===== config.mk =====
export PLATFORM = sky130hd
export DESIGN_NAME = bypnet_top
export DESIGN_NICKNAME = d
export VERILOG_FILES = /design/src/rtl/bypnet_pkg.sv /design/src/rtl/bypnet_src_mux.sv /design/src/rtl/bypnet_chain.sv /design/src/rtl/bypnet_top.sv
export SDC_FILE = /design/constraint.sdc
export NUM_CORES = 1
export LEC_CHECK = 0
export CORE_ASPECT_RATIO = 1.2
export CORE_UTILIZATION = 32
export CTS_CLUSTER_SIZE = 12
export DETAILED_ROUTE_END_ITERATION = 7
export GPL_TIMING_DRIVEN = 0
export PLACE_DENSITY = 0.6
export SYNTH_ARGS = -nofsm -noshare
export SYNTH_HDL_FRONTEND = slang
export SYNTH_SLANG_ARGS = --single-unit

===== constraint.sdc =====
create_clock -name clk -period 1.2 [get_ports clk]
set_input_delay 0.24 -clock clk [delete_from_list [all_inputs] [get_ports clk]]
set_output_delay 0.24 -clock clk [all_outputs]
set_load 0.005 [all_outputs]

===== src/rtl/bypnet_pkg.sv =====
package bypnet_pkg;
    typedef enum logic [1:0] {
        SRC_REG   = 2'b00,
        SRC_BCAST = 2'b01,
        SRC_IMM   = 2'b10,
        SRC_ZERO  = 2'b11
    } src_sel_e;

    typedef enum logic {
        ST_IDLE = 1'b0,
        ST_DONE = 1'b1
    } ctl_state_e;
endpackage


===== src/rtl/bypnet_src_mux.sv =====
module bypnet_src_mux
    import bypnet_pkg::*;
#(
    parameter int W = 8
) (
    input  src_sel_e       sel_i,
    input  logic [W-1:0]   reg_i,
    input  logic [W-1:0]   bcast_i,
    input  logic [W-1:0]   imm_i,
    output logic [W-1:0]   out_o
);
    always_comb begin
        unique case (sel_i)
            SRC_REG:   out_o = reg_i;
            SRC_BCAST: out_o = bcast_i;
            SRC_IMM:   out_o = imm_i;
            SRC_ZERO:  out_o = '0;
            default:   out_o = '0;
        endcase
    end
endmodule


===== src/rtl/bypnet_chain.sv =====
module bypnet_chain #(
    parameter int N = 8,
    parameter int W = 8
) (
    input  logic [N-1:0]   mask_i,
    input  logic [N*W-1:0] drv_i,
    output logic [N*W-1:0] from_left_o,
    output logic [N-1:0]   left_ok_o,
    output logic [N*W-1:0] from_right_o,
    output logic [N-1:0]   right_ok_o
);
    // Left-to-right sweep: nearest active PE at a lower index
    always_comb begin
        logic [W-1:0] carry;
        logic         seen;
        carry       = '0;
        seen        = 1'b0;
        from_left_o = '0;
        left_ok_o   = '0;
        for (int i = 0; i < N; i++) begin
            from_left_o[i*W +: W] = carry;
            left_ok_o[i]          = seen;
            if (mask_i[i]) begin
                carry = drv_i[i*W +: W];
                seen  = 1'b1;
            end
        end
    end

    // Right-to-left sweep: nearest active PE at a higher index
    always_comb begin
        logic [W-1:0] carry;
        logic         seen;
        carry        = '0;
        seen         = 1'b0;
        from_right_o = '0;
        right_ok_o   = '0;
        for (int i = N - 1; i >= 0; i--) begin
            from_right_o[i*W +: W] = carry;
            right_ok_o[i]          = seen;
            if (mask_i[i]) begin
                carry = drv_i[i*W +: W];
                seen  = 1'b1;
            end
        end
    end
endmodule


===== src/rtl/bypnet_top.sv =====
module bypnet_top
    import bypnet_pkg::*;
#(
    parameter int N = 8,
    parameter int W = 8
) (
    input  logic           clk,
    input  logic           rst_n,
    input  logic           req_i,
    input  logic           dir_i,
    input  logic [1:0]     src_sel_i,
    input  logic [N-1:0]   mask_i,
    input  logic [N*W-1:0] reg_i,
    input  logic [W-1:0]   bcast_i,
    input  logic [W-1:0]   imm_i,
    output logic [N*W-1:0] rx_o,
    output logic [N-1:0]   nonb_o,
    output logic           done_o
);
    localparam int BUS_W = N * W;

    ctl_state_e       state_q, state_d;
    src_sel_e         sel;
    logic [BUS_W-1:0] drv;
    logic [BUS_W-1:0] from_left, from_right;
    logic [N-1:0]     left_ok, right_ok;
    logic [BUS_W-1:0] rx_q;
    logic [N-1:0]     nonb_q;

    assign sel = src_sel_e'(src_sel_i);

    // One outgoing source selector per PE
    for (genvar g = 0; g < N; g++) begin : g_pe
        bypnet_src_mux #(.W(W)) u_mux (
            .sel_i   (sel),
            .reg_i   (reg_i[g*W +: W]),
            .bcast_i (bcast_i),
            .imm_i   (imm_i),
            .out_o   (drv[g*W +: W])
        );
    end

    bypnet_chain #(.N(N), .W(W)) u_chain (
        .mask_i       (mask_i),
        .drv_i        (drv),
        .from_left_o  (from_left),
        .left_ok_o    (left_ok),
        .from_right_o (from_right),
        .right_ok_o   (right_ok)
    );

    // State register
    always_ff @(posedge clk or negedge rst_n) begin
        if (!rst_n) state_q <= ST_IDLE;
        else        state_q <= state_d;
    end

    // Next state
    always_comb begin
        unique case (state_q)
            ST_IDLE: state_d = req_i ? ST_DONE : ST_IDLE;
            ST_DONE: state_d = req_i ? ST_DONE : ST_IDLE;
            default: state_d = ST_IDLE;
        endcase
    end

    // Output decode
    always_comb begin
        unique case (state_q)
            ST_IDLE: done_o = 1'b0;
            ST_DONE: done_o = 1'b1;
            default: done_o = 1'b0;
        endcase
    end

    // Capture into active PEs on the request edge
    always_ff @(posedge clk or negedge rst_n) begin
        if (!rst_n) begin
            rx_q   <= '0;
            nonb_q <= '0;
        end else if (req_i) begin
            for (int i = 0; i < N; i++) begin
                if (mask_i[i]) begin
                    if (dir_i) begin
                        rx_q[i*W +: W] <= right_ok[i] ? from_right[i*W +: W] : '0;
                        nonb_q[i]      <= ~right_ok[i];
                    end else begin
                        rx_q[i*W +: W] <= left_ok[i] ? from_left[i*W +: W] : '0;
                        nonb_q[i]      <= ~left_ok[i];
                    end
                end
            end
        end
    end

    assign rx_o   = rx_q;
    assign nonb_o = nonb_q;
endmodule


==> results.json, run 1 <==
{
  "detail-route-antenna-nets": 0,
  "power_density_nw_per_um2": 952.6,
  "seq_area_sq_um": 1827,
  "switching_share": 0.3477,
  "grt_pass1_vias": 8236,
  "dp_cells": 1122,
  "drive_above_1_share": 0.5109,
  "dieArea_sq_um": 19730,
  "final_util": 0.6238,
  "num_rows": 55,
  "synth_cell_types": 72,
  "whs_ns": 0.1685,
  "p_comb_frac": 0.459,
  "worstSetupPathType": "input port to register",
  "n_fill_cell": 1507,
  "synth-seq-area-share": 0.2978,
  "cts_htree_levels": 3,
  "crit_buf_inv": 4,
  "wl_mm": 34.50,
  "clock_skew_ns": 0,
  "slew_headroom": 0.6016,
  "postLayoutSetupSlackWorst_ns": -0.6152,
  "slew_violations": 0,
  "netlist_instances": 705,
  "routedWlPerCell_microns": 25.44,
  "hpwl_mm": 23.62,
  "layout.nets": 1189,
  "r2r_start": "rx_o[47]$_DFFE_PN0P_",
  "drcViolationCount": 0,
  "setup_violations": 64,
  "fmax_ghz": 0.5509,
  "first_pass_iters": 6,
  "r2r_cells": 3,
  "worst-r2r-setup-slack_ns": 0.09,
  "clkPwrFrac": 0.268,
  "cp.required_ns": 1.47,
  "drtIter0Drc": 1059,
  "synth_ff_type": "dfrtp_1",
  "async_reset_ff_frac": 1.000,
  "antenna_cells": 0,
  "violations": "setup timing",
  "numPortBuffers": 160,
  "antenna_found_initial": 0,
  "ios": 167,
  "avgSynthCellArea_sq_um": 8.702,
  "path_max_fanout": 7,
  "cts.sinks": 73,
  "p_int_w": 0.007283,
  "synth_seq_cells": 73,
  "cts_inserted_buffers": 9,
  "min-delay-start": "req_i",
  "design_area_sq_um": 11720,
  "synth_nets": 799,
  "grtUsageTotal": 0.3349,
  "critPathArrivalTime_ns": 2.09,
  "grt_max_degree": 49,
  "layout_commonest_cell": "buf_4",
  "die_h_microns": 153.7,
  "worstSetupStartpointType": "input port",
  "critical_path.cell_chain": "buf_8 -> buf_12 -> buf_12 -> buf_4 -> mux2i_2 -> o21ai_2 -> o311ai_1 -> a2111o_1 -> o221ai_2",
  "worst_pin_slew_ns": 0.5943,
  "ir_drop_v": 0.0007275,
  "rsz0062_at_grt": "true",
  "timing.rr.end": "rx_o[47]$_DFFE_PN0P_",
  "worst_setup_path_end_kind": "register",
  "initial_core_util": 0.3265,
  "areaGrowthSynthToFinish_pct": 91.05,
  "switchingPower_w": 0.003882,
  "insertion_delay_ns": 0.35,
  "leakage_nw": 5.177,
  "grt_pass1_wl_mm": 48.71,
  "grt_overflow": 0,
  "worst_hold_path.endpoint": "state_q$_DFF_PN0_",
  "gp_congestion": 1.017,
  "crit_family": "compound AO/OA/AOI/OAI gates",
  "placed_cell_area_sq_um": 8285,
  "clock_path_buffers": 2,
  "finalHoldViolations": 0,
  "period_share": 1.513,
  "layout_common_cells": "buf_4 (168), dfrtp_1 (73), mux2i_1 (53)",
  "coreArea_sq_um": 18790,
  "yosys_warnings": 0,
  "min_path_type": "input port to register",
  "post-route-min-period_ns": 1.815,
  "clock-root-buffer": "clkbuf_16",
  "outcome": "complete, but fails checks",
  "vias": 8510,
  "cap_viol_max_count": 0,
  "max_stage_delay_ns": 0.46,
  "netlist_area_sq_um": 6135,
  "hold_depth": 1,
  "clkSlewWorstSetupHoldPaths_ns": 0.06,
  "synth_edf_count": 0,
  "vias_per_cell": 6.276,
  "multiInputGateArea_sq_um": 5125,
  "cts_tree": "built",
  "cpMostUsedCell": "buf_12",
  "crit_slowest_cell": "a2111o_1",
  "die_w_microns": 128.4,
  "seq_power_share": 0.273,
  "finalNonFillerCells": 1356
}
==> worst max path at each step <==
stage | from | end | slack (ns) | cells past startpoint
floorplan | src_sel_i[1] | rx_o[52]$_DFFE_PN0P_ | -0.45 | 8
global placement | rst_n | rx_o[2]$_DFFE_PN0P_ | -2.68 | 1
detailed placement | src_sel_i[0] | rx_o[11]$_DFFE_PN0P_ | -1.88 | 8
CTS | src_sel_i[0] | rx_o[49]$_DFFE_PN0P_ | -0.47 | 9
global route | src_sel_i[0] | rx_o[19]$_DFFE_PN0P_ | -0.62 | 11
finish | src_sel_i[0] | rx_o[50]$_DFFE_PN0P_ | -0.62 | 9
==> power by group through the flow <==
stage / Sequential, W / Clock (W) / Combinational, W
finish: 0.00305 / 0.00300 / 0.00512
detailed placement: 0.00312 / 0 / 0.00343
global placement: 0.00312 / 0 / 0.00343
global route: 0.00309 / 0.00313 / 0.00533
CTS: 0.00305 / 0.00302 / 0.00458
floorplan: 0.00310 / 0 / 0.00159
==> cell families after synthesis <==
group | Yosys count | synth area share
AOI/OAI and AO/OA | 294 | 0.3473
and+or+nand+nor | 185 | 0.1585
muxes | 78 | 0.1277
buffers and inverters | 75 | 0.06873
DFF | 73 | 0.2978
==> sequential cells by signal, indices dropped and copies added, names as in the netlist <==
register  cells
rx_o         64
nonb_o        8
state_q       1
==> stage by stage <==
step / power (W) / setup slack, ns / TNS (ns)
after floorplan: 0.004683 / -0.4520 / -22.69
after global placement: 0.006550 / -2.679 / -295.92
after detailed placement: 0.006549 / -1.877 / -99.77
after CTS: 0.01064 / -0.4671 / -22.84
after global routing: 0.01155 / -0.6250 / -30.93
final: 0.01117 / -0.6152 / -29.24
==> Yosys cell counts (5+ instances only) <==
| cell type | count | area share |
|---|---|---|
| mux2i_1 | 76 | 0.12 |
| dfrtp_1 | 73 | 0.30 |
| o21ai_0 | 61 | 0.050 |
| nand2_1 | 54 | 0.033 |
| a21oi_1 | 44 | 0.036 |
| nor2_1 | 38 | 0.023 |
| a221o_1 | 31 | 0.051 |
| clkbuf_1 | 27 | 0.017 |
| o211ai_1 | 27 | 0.033 |
| o21ai_1 | 17 | 0.014 |
| buf_2 | 15 | 0.012 |
| nand3_1 | 15 | 0.012 |
| nand3b_1 | 14 | 0.017 |
| a22oi_1 | 12 | 0.015 |
| nor2b_1 | 11 | 0.011 |
| a21o_1 | 10 | 0.012 |
| buf_6 | 10 | 0.018 |
| a211oi_1 | 9 | 0.011 |
| inv_1 | 9 | 0.0055 |
| a22o_1 | 7 | 0.010 |
| nand4b_1 | 7 | 0.010 |
| nor3_1 | 7 | 0.0057 |
| o211ai_2 | 7 | 0.014 |
| a221oi_1 | 6 | 0.0086 |
| a22oi_2 | 6 | 0.012 |
| a31oi_1 | 6 | 0.0061 |
| a32oi_1 | 6 | 0.0086 |
| and3_1 | 6 | 0.0061 |
| buf_4 | 6 | 0.0073 |
| nor3b_1 | 6 | 0.0073 |
| a2111o_1 | 5 | 0.0092 |
| o221ai_1 | 5 | 0.0071 |
| o22ai_1 | 5 | 0.0051 |
==> area by class of cell <==
class	count	share of cell area
multi-input cells	557	0.4373
repair buffers	379	0.2833
flip-flops and latches	73	0.1559
plain buffers	64	0.06373
well taps	256	0.02733
clock buffers	9	0.01922
clock inverters	7	0.008647
inverters	11	0.004591
==> layer usage <==
metal  vias up  routed length (microns)  global-route usage
li1       3567                        -                   -
met1      4102                    12810              0.4107
met2       647                    15400              0.5228
met3       194                     3367             0.05637
met4         0                     2920              0.2532
met5         -                        0                   0
==> timing repair <==
| item | in CTS | in global routing |
|---|---|---|
| cloned | 3 | 1 |
| hold endpoints to repair | 25 | 0 |
| hold buffers | 1 | 0 |
| buffers inserted | 167 | 56 |
| gates resized for setup | 557 | 152 |
| pin swaps | 111 | 91 |
| setup endpoints to repair | 145 | 113 |
(Power assumes the default switching activity.)
==> run 2: changes to the inputs <==
--- a/config.mk
+++ b/config.mk
@@ -6,6 +6,7 @@
 export NUM_CORES = 1
 export LEC_CHECK = 0
 export CORE_ASPECT_RATIO = 1.2
+export CORE_MARGIN = 2
 export CORE_UTILIZATION = 32
 export CTS_CLUSTER_SIZE = 12
 export DETAILED_ROUTE_END_ITERATION = 7
@@ -14,3 +15,4 @@
 export SYNTH_ARGS = -nofsm -noshare
 export SYNTH_HDL_FRONTEND = slang
 export SYNTH_SLANG_ARGS = --single-unit
+export TNS_END_PERCENT = 30
==> run 2 against run 1 <==
  * The run still ends with setup timing left
  * Count of clock-buffer cells in the layout is the same
  * Global-route usage is 0.55 points lower
  * Final area decreased by 1.2%
  * Hold slack lost 0.0023 ns
  * Total power down 4.2%
  * Die area increased by 2.9%
  * Setup slack improved by 0.050 ns
  * Largest power group unchanged
==> results.json, run 2 (synthesis results as in run 1) <==
{
  "finalHoldViolations": 0,
  "worst_setup_path_end_kind": "register",
  "clock-root-buffer": "clkbuf_16",
  "grtUsageTotal": 0.3294,
  "first_pass_iters": 5,
  "num_rows": 55,
  "r2r_cells": 2,
  "largest_reg_flops": 64,
  "worst-r2r-setup-slack_ns": 0.21,
  "cts_htree_levels": 3,
  "antenna_found_initial": 0,
  "path_max_fanout": 7,
  "ir_drop_v": 0.0006807,
  "p_int_w": 0.006917,
  "hpwl_mm": 24.08,
  "cts.sinks": 73,
  "rsz0062_at_grt": "true",
  "gp_congestion": 1.015,
  "layout.nets": 1131,
  "dpl_worst_slack_ns": -1.924,
  "ios": 167,
  "leakage_nw": 5.431,
  "post-route-min-period_ns": 1.765,
  "outcome": "complete, but fails checks",
  "worst_hold_path.endpoint": "state_q$_DFF_PN0_",
  "die_w_microns": 130.4,
  "cts_tree": "built",
  "period_share": 1.471,
  "clkSlewWorstSetupHoldPaths_ns": 0.06,
  "grt_max_degree": 47,
  "numPortBuffers": 160,
  "worst_pin_slew_ns": 0.5353,
  "critPathArrivalTime_ns": 2.04,
  "layout_common_cells": "buf_4 (113), dfrtp_1 (73), mux2i_1 (64)",
  "wl_mm": 34.02,
  "fmax_ghz": 0.5666,
  "min-delay-start": "req_i",
  "areaGrowthSynthToFinish_pct": 88.68,
  "insertion_delay_ns": 0.35,
  "r2r_start": "rx_o[47]$_DFFE_PN0P_",
  "coreArea_sq_um": 18860,
  "finalPower_w": 0.01070,
  "clock_skew_ns": 0,
  "min_path_type": "input port to register",
  "timing.rr.end": "rx_o[47]$_DFFE_PN0P_",
  "switchingPower_w": 0.003781,
  "seq_area_sq_um": 1827,
  "slew_violations": 0,
  "die_h_microns": 155.7,
  "cp.required_ns": 1.47,
  "violations": "setup timing",
  "antenna_cells": 0,
  "switching_share": 0.3535,
  "drcViolationCount": 0,
  "grt_pass1_wl_mm": 49.18,
  "routedWlPerCell_microns": 26.21,
  "whs_ns": 0.1661,
  "cap_viol_max_count": 0,
  "worstSetupStartpointType": "input port",
  "layout_commonest_cell": "buf_4",
  "cts_inserted_buffers": 9,
  "seq_power_share": 0.286,
  "initial_core_util": 0.3253,
  "setup_violations": 73,
  "postLayoutSetupSlackWorst_ns": -0.5648,
  "timing.setup.tns_ns": -28.11,
  "drtIter0Drc": 1041,
  "multiInputGateArea_sq_um": 5021,
  "slew_headroom": 0.6404,
  "p_comb_frac": 0.453,
  "vias": 8091,
  "design_area_sq_um": 11570,
  "n_fill_cell": 1564,
  "grt_overflow": 0,
  "dieArea_sq_um": 20300,
  "power_density_nw_per_um2": 924.2,
  "detail-route-antenna-nets": 0,
  "placed_cell_area_sq_um": 8172,
  "clkPwrFrac": 0.262,
  "worstSetupPathType": "input port to register",
  "grt_pass1_vias": 8057,
  "clock_path_buffers": 2,
  "vias_per_cell": 6.233,
  "drive_above_1_share": 0.4136,
  "hold_depth": 1
}
## run 2: cell types whose count changed in the layout (fill, tap and decap cells not counted), sizes merged
cell,change
clkbuf,-37
bufinv,-1
buf,-76
dlymetal6s2s,+43
bufbuf,+2
dlygate4sd2,+6
clkinv,+1
clkdlybuf4s15,+4
## run 2: area by class of cell
cell class	count	area share
Timing Repair Buffer	322	0.2878
Tap cell	256	0.02767
Sequential cell	73	0.1578
Buffer	63	0.06270
Multi-Input combinational cell	557	0.4338
Clock inverter	7	0.006594
Clock buffer	9	0.01946
Inverter	11	0.004216
## run 2: per-layer routing
layer,GRT usage,share of wire
met1,0.4044,0.38
met2,0.5153,0.45
met3,0.08162,0.095
met4,0.2057,0.079
met5,0,0
## run 2: power by group through the flow
stage / sequential, W / combinational [W] / clock, W
3_5_place_dp: 0.00311 / 0.00341 / 0
3_3_place_gp: 0.00312 / 0.00341 / 0
4_1_cts: 0.00307 / 0.00453 / 0.00283
5_1_grt: 0.00310 / 0.00503 / 0.00294
6_report: 0.00306 / 0.00484 / 0.00280
2_1_floorplan: 0.00310 / 0.00154 / 0
## run 2: worst max-delay path by stage
stage | depth (start not counted) | end | slack [ns] | start
2_1_floorplan | 8 | rx_o[52]$_DFFE_PN0P_ | -0.45 | src_sel_i[1]
3_3_place_gp | 1 | rx_o[2]$_DFFE_PN0P_ | -2.67 | rst_n
3_5_place_dp | 8 | rx_o[11]$_DFFE_PN0P_ | -1.92 | src_sel_i[0]
4_1_cts | 9 | rx_o[55]$_DFFE_PN0P_ | -0.46 | src_sel_i[0]
5_1_grt | 8 | rx_o[52]$_DFFE_PN0P_ | -0.57 | src_sel_i[0]
6_report | 9 | rx_o[48]$_DFFE_PN0P_ | -0.56 | src_sel_i[0]
## run 2: through the flow
| stage | util | cells |
|---|---|---|
| floorplan | - | 705 |
| global placement | 0.4321 | 1121 |
| detailed placement | 0.4334 | 1122 |
| CTS | 0.5857 | 1276 |
| global route | 0.6139 | 1298 |
| finish | 0.6139 | 1298 |
## run 2: repair_timing
| action | in CTS | in global routing |
|---|---|---|
| cloned | 8 | 0 |
| pin swaps | 139 | 50 |
| gates resized for setup | 470 | 119 |
| buffers inserted | 133 | 23 |
| endpoints found under the setup margin | 145 | 144 |
| endpoints found under the hold margin | 27 | 0 |
| hold buffers | 1 | 0 |
## run 2: worst max-delay path, cell delays in order
cell and delay, ns:
buf_8 0.10, buf_12 0.14, buf_8 0.14, buf_12 0.14
mux2i_1 0.12, o211ai_1 0.32, o311ai_2 0.18, a2111o_1 0.46
o221ai_2 0.19
==> run 3: changes to the inputs <==
--- a/config.mk
+++ b/config.mk
@@ -6,7 +6,7 @@
 export NUM_CORES = 1
 export LEC_CHECK = 0
 export CORE_ASPECT_RATIO = 1.2
-export CORE_MARGIN = 2
+export CORE_MARGIN = 10
 export CORE_UTILIZATION = 32
 export CTS_CLUSTER_SIZE = 12
 export DETAILED_ROUTE_END_ITERATION = 7
==> run 3 against run 2 <==
  * The run still ends with setup timing left
  * Non-clock buffer count is 34 lower
  * Sequential share of layout area up 0.94 points
  * Maximum frequency down 0.56%
  * Hold slack improved by 0.20 ns
  * Sequential power hardly changed
  * Global-route usage decreased by 6.7 points
  * Flip-flop and latch count is the same
  * Total power grew 0.35%
  * Highest routed layer unchanged
==> results.json, run 3 (synthesis results as in run 1) <==
{
  "outcome": "complete, but fails checks",
  "violations": "setup timing",
  "first_pass_iters": 6,
  "drcViolationCount": 0,
  "cts_htree_levels": 3,
  "slew_violations": 0,
  "grt_max_degree": 44,
  "grt_overflow": 0,
  "die_w_microns": 146.4,
  "grt_pass1_vias": 8086,
  "numPortBuffers": 160,
  "timing.setup.tns_ns": -28.44,
  "num_rows": 55,
  "detail-route-antenna-nets": 0,
  "cap_viol_max_count": 0,
  "final_util": 0.5795,
  "layout.nets": 1097,
  "leakage_nw": 5.288,
  "min_path_type": "input port to async pin",
  "cp.required_ns": 1.49,
  "vias": 7898,
  "worst_pin_slew_ns": 0.5984,
  "die_h_microns": 171.7,
  "finalHoldViolations": 0,
  "cts.sinks": 73,
  "gp_congestion": 1.038,
  "layout_common_cells": "buf_4 (98), dfrtp_1 (73), mux2i_1 (60)",
  "dieArea_sq_um": 25130,
  "worst_setup_path_end_kind": "register",
  "r2r_cells": 2,
  "clock_path_buffers": 2,
  "drtIter0Drc": 874,
  "drive_above_1_share": 0.4008,
  "coreArea_sq_um": 18860,
  "hpwl_mm": 25.30,
  "insertion_delay_ns": 0.35,
  "layout_commonest_cell": "buf_4",
  "fmax_ghz": 0.5634,
  "rsz0062_at_grt": "true",
  "worstSetupStartpointType": "input port",
  "clock-root-buffer": "clkbuf_16",
  "finalPower_w": 0.01074,
  "grtUsageTotal": 0.2624,
  "areaGrowthSynthToFinish_pct": 78.11,
  "setup_violations": 66,
  "clock_skew_ns": 0,
  "whs_ns": 0.3692,
  "largest_reg_flops": 64,
  "vias_per_cell": 6.243,
  "initial_core_util": 0.3253,
  "power_density_nw_per_um2": 982.5,
  "grt_pass1_wl_mm": 50.43,
  "routedWlPerCell_microns": 27.37,
  "clkSlewWorstSetupHoldPaths_ns": 0.06,
  "post-route-min-period_ns": 1.775,
  "ir_drop_v": 0.0006607,
  "cts_inserted_buffers": 9,
  "antenna_found_initial": 1,
  "critPathArrivalTime_ns": 2.06,
  "wl_mm": 34.62,
  "cts_tree": "built",
  "slew_headroom": 0.5989,
  "path_max_fanout": 3,
  "period_share": 1.479,
  "postLayoutSetupSlackWorst_ns": -0.5748,
  "ios": 167,
  "worstSetupPathType": "input port to register"
}
run 3: cell count changes in the layout (fill, tap and decap cells not counted), sizes merged, moves of 2 or more:
cell           delta
buf              -19
bufinv            +2
clkbuf            +4
clkdlybuf4s15    -24
clkdlybuf4s50     +9
dlygate4sd2      -12
dlymetal6s2s      +9
run 3: layout make-up:
type                       instances  area [sq um]
antenna                            1         2.502
buffer                            64         724.4
clock buffer                      10         229.0
clock inverter                     6         115.1
fill                            1659          7929
inverter                          11         48.80
multi-input combinational        557          4810
sequential                        73          1827
tap                              256         320.3
timing repair buffer             287          2850
run 3: power breakdown:
part / internal [W] / leakage (nW) / total (W) / switching, W
Sequential: 0.00283 / 0.927 / 0.00305 / 0.000217
Clock: 0.00204 / 0.163 / 0.00317 / 0.00112
Combinational: 0.00223 / 4.20 / 0.00452 / 0.00228
Total: 0.00711 / 5.29 / 0.0107 / 0.00363
run 3: worst paths after layout:
check,from,slack [ns],to
max,reg_i[33],-0.57,rx_o[9]$_DFFE_PN0P_
min,rst_n,0.37,rx_o[16]$_DFFE_PN0P_
max reg2reg,rx_o[47]$_DFFE_PN0P_,0.17,rx_o[47]$_DFFE_PN0P_
min reg2reg,nonb_o[0]$_DFFE_PN0P_,0.47,nonb_o[0]$_DFFE_PN0P_
max in group asynchronous,rst_n,0.26,rx_o[49]$_DFFE_PN0P_
min in group clk,req_i,0.38,state_q$_DFF_PN0_
run 3: routing by layer:
metal  vias up  GRT usage  routed length [microns]
met5         -          0                        0
met2       574     0.4188                    15390
li1       3385          -                        -
met3       163    0.06176                     3277
met1      3776     0.3069                    13140
met4         0     0.1834                     2819
run 3: stage by stage:
| stage | cell area [sq um] | setup slack, ns | std cells |
|---|---|---|---|
| final | 10930 | -0.5748 | 1265 |
| after global routing | 10930 | -0.5988 | 1265 |
| after CTS | 10560 | -0.4771 | 1246 |
| after detailed placement | 8164 | -1.960 | 1122 |
| after global placement | 8147 | -2.653 | 1121 |
| after floorplan | 6225 | -0.4526 | 705 |
run 3: worst max-delay path, cell delays in order:
cell	delay, ns
clkdlybuf4s50_1	0.55
mux2i_1	0.11
o21ai_2	0.28
a22oi_2	0.14
buf_6	0.15
a221oi_4	0.39
a221o_1	0.20
run 3: timing repair:
| item | CTS | global route |
|---|---|---|
| hold buffers | 1 | 0 |
| setup buffers | 102 | 27 |
| setup endpoints to repair | 145 | 138 |
| gates cloned | 7 | 0 |
| pin swaps | 118 | 65 |
| endpoints found under the hold margin | 30 | 0 |
| gates resized for setup | 423 | 147 |
